$ cat config.mk
export PLATFORM = sky130hd
export DESIGN_NAME = spi_flash_eraser
export DESIGN_NICKNAME = d
export VERILOG_FILES = /design/src/rtl/spi_erase_pkg.sv /design/src/rtl/spi_byte_shifter.sv /design/src/rtl/erase_wait_timer.sv /design/src/rtl/spi_flash_eraser.sv
export SDC_FILE = /design/constraint.sdc
export NUM_CORES = 1
export LEC_CHECK = 0
export CELL_PAD_IN_SITES_DETAIL_PLACEMENT = 0
export CELL_PAD_IN_SITES_GLOBAL_PLACEMENT = 1
export CORE_MARGIN = 8
export CORE_UTILIZATION = 40
export CTS_CLUSTER_SIZE = 16
export DETAILED_ROUTE_END_ITERATION = 16
export GPL_ROUTABILITY_DRIVEN = 0
export PLACE_DENSITY = 0.78
export SETUP_SLACK_MARGIN = 0.2
export SLEW_MARGIN = 20
export SYNTH_ARGS = -nofsm -noshare
export SYNTH_HDL_FRONTEND = slang
export SYNTH_SLANG_ARGS = --single-unit
$ cat constraint.sdc
create_clock -name clk -period 2.32 [get_ports clk]
set_input_delay 0.696 -clock clk [delete_from_list [all_inputs] [get_ports clk]]
set_output_delay 0.696 -clock clk [all_outputs]
set_load 0.005 [all_outputs]
$ cat src/rtl/spi_erase_pkg.sv
package spi_erase_pkg;

    typedef enum logic [1:0] {
        ER_CHIP   = 2'b00,
        ER_BLOCK  = 2'b01,
        ER_SECTOR = 2'b10,
        ER_RSVD   = 2'b11
    } erase_kind_e;

    typedef enum logic [1:0] {
        TX_WREN  = 2'd0,
        TX_ERASE = 2'd1,
        TX_POLL  = 2'd2
    } xfer_kind_e;

    typedef enum logic [1:0] {
        ST_IDLE = 2'd0,
        ST_XFER = 2'd1,
        ST_WAIT = 2'd2
    } seq_state_e;

    typedef struct packed {
        erase_kind_e kind;
        logic        alt;
        logic [23:0] addr;
    } erase_req_t;

    localparam logic [7:0] OP_WREN    = 8'h06;
    localparam logic [7:0] OP_RDSR    = 8'h05;
    localparam logic [7:0] OP_CHIP_A  = 8'h60;
    localparam logic [7:0] OP_CHIP_B  = 8'hC7;
    localparam logic [7:0] OP_BLOCK_A = 8'h52;
    localparam logic [7:0] OP_BLOCK_B = 8'hD8;
    localparam logic [7:0] OP_SECTOR  = 8'h20;
    localparam logic [7:0] WIP_MASK   = 8'h01;

    function automatic int unsigned max3(int unsigned a, int unsigned b, int unsigned c);
        int unsigned m;
        m = (a > b) ? a : b;
        return (m > c) ? m : c;
    endfunction

    function automatic logic status_busy(logic [7:0] st);
        return (st & WIP_MASK) != 8'h00;
    endfunction

    function automatic logic [7:0] erase_opcode(erase_kind_e k, logic alt);
        case (k)
            ER_CHIP:  return alt ? OP_CHIP_B : OP_CHIP_A;
            ER_BLOCK: return alt ? OP_BLOCK_B : OP_BLOCK_A;
            default:  return OP_SECTOR;
        endcase
    endfunction

    function automatic logic [2:0] frame_len(xfer_kind_e x, erase_kind_e k);
        case (x)
            TX_WREN:  return 3'd1;
            TX_POLL:  return 3'd2;
            default:  return (k == ER_CHIP) ? 3'd1 : 3'd4;
        endcase
    endfunction

    function automatic logic [7:0] frame_byte(xfer_kind_e x, erase_req_t r, logic [1:0] idx);
        case (idx)
            2'd0: begin
                if (x == TX_WREN)      return OP_WREN;
                else if (x == TX_POLL) return OP_RDSR;
                else                   return erase_opcode(r.kind, r.alt);
            end
            2'd1:    return (x == TX_POLL) ? 8'h00 : r.addr[23:16];
            2'd2:    return r.addr[15:8];
            default: return r.addr[7:0];
        endcase
    endfunction

endpackage

$ cat src/rtl/spi_byte_shifter.sv
module spi_byte_shifter #(
    parameter int HALF_DIV = 2
) (
    input  logic       clk,
    input  logic       rst,
    input  logic       start,
    input  logic [7:0] tx_byte,
    input  logic       miso,
    output logic       sck,
    output logic       mosi,
    output logic [7:0] rx_byte,
    output logic       byte_done
);
    localparam int DW = (HALF_DIV > 1) ? $clog2(HALF_DIV) : 1;

    logic          active;
    logic [DW-1:0] div_q;
    logic [2:0]    bit_q;
    logic [7:0]    sh_q;
    logic          tick;

    assign tick = (div_q == DW'(HALF_DIV - 1));
    assign mosi = active & sh_q[7];

    always_ff @(posedge clk) begin
        if (rst) begin
            active    <= 1'b0;
            sck       <= 1'b0;
            div_q     <= '0;
            bit_q     <= '0;
            sh_q      <= '0;
            rx_byte   <= '0;
            byte_done <= 1'b0;
        end else begin
            byte_done <= 1'b0;
            if (start) begin
                active <= 1'b1;
                sh_q   <= tx_byte;
                div_q  <= '0;
                bit_q  <= '0;
                sck    <= 1'b0;
            end else if (active) begin
                if (tick) begin
                    div_q <= '0;
                    if (!sck) begin
                        sck     <= 1'b1;
                        rx_byte <= {rx_byte[6:0], miso};
                    end else begin
                        sck <= 1'b0;
                        if (bit_q == 3'd7) begin
                            active    <= 1'b0;
                            byte_done <= 1'b1;
                        end else begin
                            bit_q <= bit_q + 3'd1;
                            sh_q  <= {sh_q[6:0], 1'b0};
                        end
                    end
                end else begin
                    div_q <= div_q + DW'(1);
                end
            end
        end
    end
endmodule

$ cat src/rtl/erase_wait_timer.sv
module erase_wait_timer #(
    parameter int CW = 8
) (
    input  logic          clk,
    input  logic          rst,
    input  logic          load,
    input  logic [CW-1:0] limit,
    output logic          expired
);
    logic [CW-1:0] cnt_q;
    logic          run_q;

    assign expired = run_q && (cnt_q == limit);

    always_ff @(posedge clk) begin
        if (rst) begin
            cnt_q <= '0;
            run_q <= 1'b0;
        end else if (load) begin
            cnt_q <= '0;
            run_q <= 1'b1;
        end else if (run_q) begin
            if (cnt_q == limit) run_q <= 1'b0;
            else                cnt_q <= cnt_q + CW'(1);
        end
    end
endmodule

$ cat src/rtl/spi_flash_eraser.sv
module spi_flash_eraser
    import spi_erase_pkg::*;
#(
    parameter int SCK_HALF_DIV     = 4,
    parameter int CS_GAP_CYCLES    = 8,
    parameter int CHIP_POLL_GAP    = 100_000_000,
    parameter int BLOCK_POLL_GAP   = 10_000_000,
    parameter int SECTOR_POLL_GAP  = 1_000_000,
    parameter int CHIP_MAX_POLLS   = 120,
    parameter int BLOCK_MAX_POLLS  = 50,
    parameter int SECTOR_MAX_POLLS = 100
) (
    input  logic        clk,
    input  logic        rst,
    input  logic        req,
    input  logic [1:0]  req_type,
    input  logic        req_variant,
    input  logic [23:0] req_addr,
    input  logic        miso,
    output logic        sck,
    output logic        cs_n,
    output logic        mosi,
    output logic        busy,
    output logic        done,
    output logic        timeout
);
    localparam int unsigned GAP_MAX  = max3(CHIP_POLL_GAP, BLOCK_POLL_GAP,
                                            max3(SECTOR_POLL_GAP, CS_GAP_CYCLES, 1));
    localparam int unsigned POLL_MAX = max3(CHIP_MAX_POLLS, BLOCK_MAX_POLLS, SECTOR_MAX_POLLS);
    localparam int TW = $clog2(GAP_MAX + 1);
    localparam int PW = $clog2(POLL_MAX + 1);

    seq_state_e    state_q;
    xfer_kind_e    xk_q;
    erase_req_t    req_q;
    logic [1:0]    idx_q;
    logic          cs_n_q;
    logic          sh_start;
    logic [7:0]    sh_tx;
    logic          sh_done;
    logic [7:0]    sh_rx;
    logic [PW-1:0] poll_cnt;
    logic          done_q;
    logic          to_q;
    logic          tmr_load;
    logic [TW-1:0] tmr_lim;
    logic          tmr_expired;
    logic [TW-1:0] poll_gap;
    logic [PW-1:0] poll_max;
    logic          accept;
    logic [2:0]    next_idx;

    spi_byte_shifter #(.HALF_DIV(SCK_HALF_DIV)) u_shift (
        .clk(clk), .rst(rst), .start(sh_start), .tx_byte(sh_tx), .miso(miso),
        .sck(sck), .mosi(mosi), .rx_byte(sh_rx), .byte_done(sh_done)
    );

    erase_wait_timer #(.CW(TW)) u_wait (
        .clk(clk), .rst(rst), .load(tmr_load), .limit(tmr_lim), .expired(tmr_expired)
    );

    always_comb begin
        case (req_q.kind)
            ER_CHIP: begin
                poll_gap = TW'(CHIP_POLL_GAP);
                poll_max = PW'(CHIP_MAX_POLLS);
            end
            ER_BLOCK: begin
                poll_gap = TW'(BLOCK_POLL_GAP);
                poll_max = PW'(BLOCK_MAX_POLLS);
            end
            default: begin
                poll_gap = TW'(SECTOR_POLL_GAP);
                poll_max = PW'(SECTOR_MAX_POLLS);
            end
        endcase
    end

    assign accept   = req && (state_q == ST_IDLE) && (req_type != ER_RSVD);
    assign next_idx = {1'b0, idx_q} + 3'd1;
    assign busy     = (state_q != ST_IDLE);
    assign cs_n     = cs_n_q;
    assign done     = done_q;
    assign timeout  = to_q;

    always_ff @(posedge clk) begin
        if (rst) begin
            state_q  <= ST_IDLE;
            xk_q     <= TX_WREN;
            req_q    <= '0;
            idx_q    <= '0;
            cs_n_q   <= 1'b1;
            sh_start <= 1'b0;
            sh_tx    <= '0;
            poll_cnt <= '0;
            done_q   <= 1'b0;
            to_q     <= 1'b0;
            tmr_load <= 1'b0;
            tmr_lim  <= '0;
        end else begin
            sh_start <= 1'b0;
            done_q   <= 1'b0;
            tmr_load <= 1'b0;
            case (state_q)
                ST_IDLE: begin
                    if (accept) begin
                        req_q    <= '{kind: erase_kind_e'(req_type), alt: req_variant, addr: req_addr};
                        xk_q     <= TX_WREN;
                        idx_q    <= '0;
                        cs_n_q   <= 1'b0;
                        sh_start <= 1'b1;
                        sh_tx    <= OP_WREN;
                        poll_cnt <= '0;
                        to_q     <= 1'b0;
                        state_q  <= ST_XFER;
                    end
                end
                ST_XFER: begin
                    if (sh_done) begin
                        if (next_idx < frame_len(xk_q, req_q.kind)) begin
                            idx_q    <= next_idx[1:0];
                            sh_start <= 1'b1;
                            sh_tx    <= frame_byte(xk_q, req_q, next_idx[1:0]);
                        end else begin
                            cs_n_q <= 1'b1;
                            idx_q  <= '0;
                            case (xk_q)
                                TX_WREN: begin
                                    xk_q     <= TX_ERASE;
                                    tmr_lim  <= TW'(CS_GAP_CYCLES);
                                    tmr_load <= 1'b1;
                                    state_q  <= ST_WAIT;
                                end
                                TX_ERASE: begin
                                    xk_q     <= TX_POLL;
                                    tmr_lim  <= poll_gap;
                                    tmr_load <= 1'b1;
                                    state_q  <= ST_WAIT;
                                end
                                default: begin
                                    if (!status_busy(sh_rx)) begin
                                        done_q  <= 1'b1;
                                        state_q <= ST_IDLE;
                                    end else if (poll_cnt == poll_max - PW'(1)) begin
                                        to_q    <= 1'b1;
                                        state_q <= ST_IDLE;
                                    end else begin
                                        poll_cnt <= poll_cnt + PW'(1);
                                        tmr_lim  <= poll_gap;
                                        tmr_load <= 1'b1;
                                        state_q  <= ST_WAIT;
                                    end
                                end
                            endcase
                        end
                    end
                end
                default: begin
                    if (tmr_expired) begin
                        cs_n_q   <= 1'b0;
                        sh_start <= 1'b1;
                        sh_tx    <= frame_byte(xk_q, req_q, 2'd0);
                        state_q  <= ST_XFER;
                    end
                end
            endcase
        end
    end
endmodule

== Yosys cells after proc, flatten, opt, wreduce, memory -nomap -nowiden ==
Cells that the tools add are included.

* $lt $le $gt $ge: 1
* $mul: 0
* Reductions and logical operators: 33
* Div/mod/pow operators: 0
* Multiplexer cells: 81
* Equal/unequal tests: 22
* $add $sub $neg: 6
* Bitwise operators: 10
* Shift-type cells: 0

{| class="wikitable"
|+ Operators by type and width
! cell !! count
|-
| $mux W8 || 14
|-
| $pmux W27 S2 || 2
|-
| $mux W27 || 2
|-
| $mux W7 || 6
|-
| $pmux W8 S2 || 2
|-
| $pmux W7 S2 || 2
|-
| $add A27 B1 Y27 const B || 1
|-
| $eq A27 B27 Y1 || 1
|-
| $mux W1 || 27
|-
| $mux W2 || 13
|-
| $pmux W8 S3 || 1
|-
| $reduce_and A4 Y1 || 5
|-
| $ne A2 B2 Y1 const B || 8
|-
| $pmux W2 S2 || 4
|-
| $reduce_and A7 Y1 || 2
|-
| $mux W3 || 4
|-
| $reduce_and A5 Y1 || 2
|-
| $reduce_bool A2 Y1 || 5
|-
| $not A1 Y1 || 9
|-
| $eq A2 B1 Y1 const B || 4
|-
| $logic_not A2 Y1 || 4
|-
| $add A7 B1 Y7 const B || 1
|-
| $eq A7 B7 Y1 || 1
|-
| $sub A7 B1 Y7 const B || 1
|-
| other kinds (19) || 32
|}

* Bits in read-only memories: 0
* Word-level logic and storage cells: 176
* Bits of input ports: 31
* RAM bits: 0
* Bits in registers: 125
* Bits in latches: 0
* Memories: 0
* Output and inout port bits: 6

== Longest topological paths before layout ==
* Word-level depth: 10
* Gate-level depth with buffers: 10
* Gate-level depth less buffers: 9

== By module ==
A second synthesis with hierarchy kept.

* Cell total of the unflattened synthesis: 684
* Area total of the unflattened synthesis: 5841.9 µm²

{| class="wikitable"
|+ Modules (own cells, without submodules)
! module !! seq. area each (µm²) !! area each (µm²) !! cells an instance !! times used
|-
| spi_flash_eraser || 1201.2 || 3049.2 || 381 || 1
|-
| erase_wait_timer || 560.5 || 1726.7 || 198 || 1
|-
| spi_byte_shifter || 480.5 || 1066.0 || 105 || 1
|}

== Worst setup path before layout ==
Ideal clock, no wire load.

* Kind: flip-flop to flip-flop
* Start point: reg idx_q[0]
* End point: reg poll_cnt[5]
* Period minus slack after synthesis: 2.411 ns
* Path buffers: 1
* Setup time: 0.070 ns
* Data required time: 2.250 ns
* Cell stages (with the launch flop): 11
* Arrival: 2.341 ns
* Path slack: -0.091 ns
* Path through: dfxtp_1 -> inv_1 -> ha_1 -> ha_1 -> nand2_1 -> a211oi_2 -> o21bai_1 -> o2bb2ai_1 -> clkbuf_1 -> or3_1 -> a21oi_1

* Longest elaborated chain between the ends: 4

{| class="wikitable"
|+ Ends and longest elaborated chain
! element !! line !! RTL
|-
| from (decl) || spi_flash_eraser.sv:36 || <nowiki>logic [1:0] idx_q;</nowiki>
|-
| from (signal assigned) || spi_flash_eraser.sv:121 || <nowiki>idx_q <= next_idx[1:0];</nowiki>
|-
| $add A2 B1 Y3 || spi_flash_eraser.sv:80 || <nowiki>assign next_idx = {1'b0, idx_q} + 3'd1;</nowiki>
|-
| $lt A3 B3 Y1 || spi_flash_eraser.sv:120 || <nowiki>if (next_idx < frame_len(xk_q, req_q.kind)) begin</nowiki>
|-
| $ne A2 B2 Y1 (no line) || n/a ||
|-
| $reduce_and A7 Y1 (no line) || n/a ||
|-
| to (signal assigned) || spi_flash_eraser.sv:148 || <nowiki>poll_cnt <= poll_cnt + PW'(1);</nowiki>
|-
| to (decl) || spi_flash_eraser.sv:42 || <nowiki>logic [PW-1:0] poll_cnt;</nowiki>
|}

No other way between the ends.
A chain may end at the register's enable or synchronous reset.

== Final worst setup path ==
* Start point: reg u_wait.cnt_q[6]
* End point: reg u_wait.cnt_q[1]

* Longest elaborated chain between the ends: 3

{| class="wikitable"
|+ Ends and longest elaborated chain
! element !! line !! RTL
|-
| from (decl) || erase_wait_timer.sv:10 || <nowiki>logic [CW-1:0] cnt_q;</nowiki>
|-
| from (signal assigned) || erase_wait_timer.sv:24 || <nowiki>else cnt_q <= cnt_q + CW'(1);</nowiki>
|-
| $eq A27 B27 Y1 || erase_wait_timer.sv:23 || <nowiki>if (cnt_q == limit) run_q <= 1'b0;</nowiki>
|-
| $not A1 Y1 (no line) || n/a ||
|-
| $reduce_and A2 Y1 (no line) || n/a ||
|}

No other way between the ends.

==> impl_metrics.toml <==
[synthesis]
yosys_warnings = 0
syn_area_um2 = 5040
seq_area_frac_synth = 0.417
synth_edf_count = 0
ys_types = 59
synth-async-reset-ratio = 0
ys_ff_latch = 105
synth_cells = 617
avgSynthCellArea_um2 = 8.17
syn-num-nets = 661
synth_ff_type = "dfxtp_1"

[cells_and_area]
num-nets-final = 741
nFillCells = 1166
layout-drive-gt1-share = 0.187
area_delta_synth_final_pct = 32.2
layout.cells.non_filler = 874
diodes = 0
utilization = 0.535

[timing]
hold_viol = 0
setup_violations = 0
period_share = 0.969
period_needed_ns = 2.25
final.setup.tns_ns = 0
tightest_slew_ns = 0.584
clock_skew_ns = 0.00692
rsz0062_at_grt = "true"
max_clock_freq_mhz = 445
max_slew_margin = 0.610
slew_violations = 0

[cts]
root_buffer = "clkbuf_16"
cts_sinks = 105
tritoncts = "built"
holdBufCountCts = 0
clk_latency_ns = 0.35
cts_buffer_depth = 2
path_clk_slew_ns = 0.08
numCtsBuffers = 9
htreeDepth = 3

[pwr]
powerDensity_nw_per_um2 = 574
pwr-share-comb = 0.087
seqPwrFrac = 0.495
ir_drop_uv = 426
clkPwrFrac = 0.418
p_sw_mw = 0.933
power.leakage_nw = 2.56
power.total_mw = 3.82
internal-power_mw = 2.89
p_sw_frac = 0.244

[drt]
dr_total_vias = 4674
routed_via_density = 5.35
drt_wl_total_um = 12800
drc = 0
drt_iter0_drc = 345
wl_per_cell_um = 14.7
first_pass_iters = 5
drtAntennaViolNets = 0

[die]
start_util = 0.404
die-area_um2 = 16500
die_w_um = 128
dieHeight_um = 128
coreArea_um2 = 12500
num_rows = 41
io_pins = 37

[run]
drv_cap = 0

[worst_setup_path]
crit_required_ns = 2.55
endpoint_kind = "register"
crit_fanout = 5
critPathBufInv = 3
slowest_delay_ns = 0.40
critPathLaunchType = "register"
crit_chain = "or3_1, a222oi_1, nand4b_2, buf_4, buf_4, o21ai_4, buf_6, mux2i_1, nor2_1"
arrival_ns = 2.48
crit_top_cell = "buf_4"
critical_path.top_delay_family = "simple AND/OR/NAND/NOR gates"
cp_slowest_cell = "a222oi_1"
path_class = "reg -> reg"

[place]
port_buffers = 36
placed_cells = 834
hpwlAfterDp_um = 8930

[worst_hold_path]
hold_class = "reg -> reg"

[grt]
grt_pass1_vias = 4460
grt_pass1_wl_um = 21200
antenna_found_initial = 0
grt_max_degree = 65
grt_overflow = 0
track_usage = 0.158

[run_status]
run_status = "finished clean"
[through the flow]
| step | cell area [um^2] | hold WS (ns) | setup slack (ns) |
|---|---|---|---|
| 5_1_grt | 6660 | 0.476 | -0.0767 |
| 3_3_place_gp | 5900 | 0.445 | 0.00913 |
| 2_1_floorplan | 5140 | 0.431 | 0.103 |
| 4_1_cts | 6480 | 0.459 | 0.0524 |
| 3_5_place_dp | 5900 | 0.449 | -0.0510 |
| 6_report | 6660 | 0.460 | 0.0716 |
[cells in the mapped netlist, types with 3 or more instances]
cell,instances,area (um^2)
dfxtp_1,105,2100
nand2_1,100,375
nor2_1,68,255
a21oi_1,67,335
clkbuf_1,21,78.8
mux2i_1,20,200
xor2_1,20,175
o21ai_0,17,85.1
nand3_1,16,80.1
nand4_1,14,87.6
ha_1,13,163
inv_1,13,48.8
nor3_1,12,60.1
or3_1,12,75.1
a31oi_1,10,62.6
nand2b_1,9,56.3
a211oi_1,7,52.6
and2_1,6,37.5
buf_2,6,30.0
o21a_1,6,45.0
a221o_1,5,50.1
buf_1,5,18.8
nor2b_1,5,31.3
o211ai_1,5,37.5
or4_1,5,37.5
xnor2_1,4,35.0
a221oi_1,3,26.3
and3_1,3,18.8
and4_1,3,26.3
nand4b_1,3,26.3
[metal layers]
metal | track usage | part of all wire
met1 | 0.202 | 0.48
met2 | 0.251 | 0.46
met3 | 0.0399 | 0.038
met4 | 0.0587 | 0.019
met5 | 0 | 0
[state kept, by name (all words and copies together) (netlist names), 2 cells and up]
signal,count
idx_q,2
poll_cnt,7
req_q,27
sh_tx,8
state_q,2
tmr_lim,7
u_shift.bit_q,3
u_shift.div_q,2
u_shift.sh_q,8
u_wait.cnt_q,27
xk_q,2
[worst reg2reg max path: cells and delay by family (launching register included)]
family	cells	cell delay, ns
compound gates	2	0.56
simple gates	3	0.63
flops	1	0.32
buf+inv	3	0.45
mux	1	0.18
[area by class of cell]
class                           instances  area [um^2]  area share
Sequential cell                       105         2120       0.318
Tap cell                              172          215      0.0323
Multi-Input combinational cell        466         3020       0.454
Clock inverter                          6         72.6      0.0109
Clock buffer                           10          239      0.0359
Inverter                               14         55.1     0.00826
Timing Repair Buffer                  101          937       0.141
[worst paths after layout]
kind / slack [ns] / to / startpoint / cells past startpoint
hold / removal: 0.46 / req_q[1]$_SDFFE_PP0P_ / req_q[1]$_SDFFE_PP0P_ / 2
hold reg to reg: 0.46 / req_q[1]$_SDFFE_PP0P_ / req_q[1]$_SDFFE_PP0P_ / 2
setup reg to reg: 0.07 / u_wait.cnt_q[1]$_SDFFE_PP0P_ / u_wait.cnt_q[6]$_SDFFE_PP0P_ / 9
setup / recovery: 0.07 / u_wait.cnt_q[1]$_SDFFE_PP0P_ / u_wait.cnt_q[6]$_SDFFE_PP0P_ / 9
[placed cells by master, fill, tap and decap left out, types with 6 or more instances in the layout]
| cell | synthesis | layout |
|---|---|---|
| o21a_1 | 6 | 6 |
| nor3_1 | 12 | 10 |
| or3_1 | 12 | 10 |
| buf_4 | 0 | 50 |
| a31oi_1 | 10 | 10 |
| and2_1 | 6 | 6 |
| dfxtp_1 | 105 | 99 |
| nand3_1 | 16 | 15 |
| xor2_1 | 20 | 20 |
| a21oi_1 | 67 | 65 |
| o21ai_0 | 17 | 15 |
| nor2_1 | 68 | 64 |
| clkbuf_16 | 0 | 9 |
| ha_1 | 13 | 9 |
| mux2i_1 | 20 | 19 |
| nand2_1 | 100 | 98 |
| nand4_1 | 14 | 14 |
| clkdlybuf4s50_1 | 0 | 34 |
| inv_1 | 13 | 10 |
| buf_6 | 1 | 11 |
| nand2b_1 | 9 | 8 |
[repair_timing]
action | in CTS | in global routing
setup buffers | 16 | 6
setup endpoints to repair | 30 | 43
resized for setup | 25 | 29
gates cloned | 2 | 0
pin swaps | 16 | 21
[kinds of logic (layout without fill, tap and decap cells)]
family	Yosys count	after routing	share of synthesized area
flops	105	105	0.417
simple gates	268	268	0.253
mux	21	21	0.0419
compound gates	139	140	0.176
xor+xnor	24	24	0.0417
buf+inv	47	131	0.0380
fa+ha+maj	13	13	0.0323
[power groups by stage]
stage / Sequential [mW] / Combinational (mW) / Clock [mW]
3_5_place_dp: 1.94 / 0.305 / 0
4_1_cts: 1.89 / 0.327 / 1.65
5_1_grt: 1.90 / 0.370 / 1.71
2_1_floorplan: 1.91 / 0.194 / 0
6_report: 1.89 / 0.334 / 1.60
3_3_place_gp: 1.93 / 0.298 / 0
(Power assumes the default switching activity.)
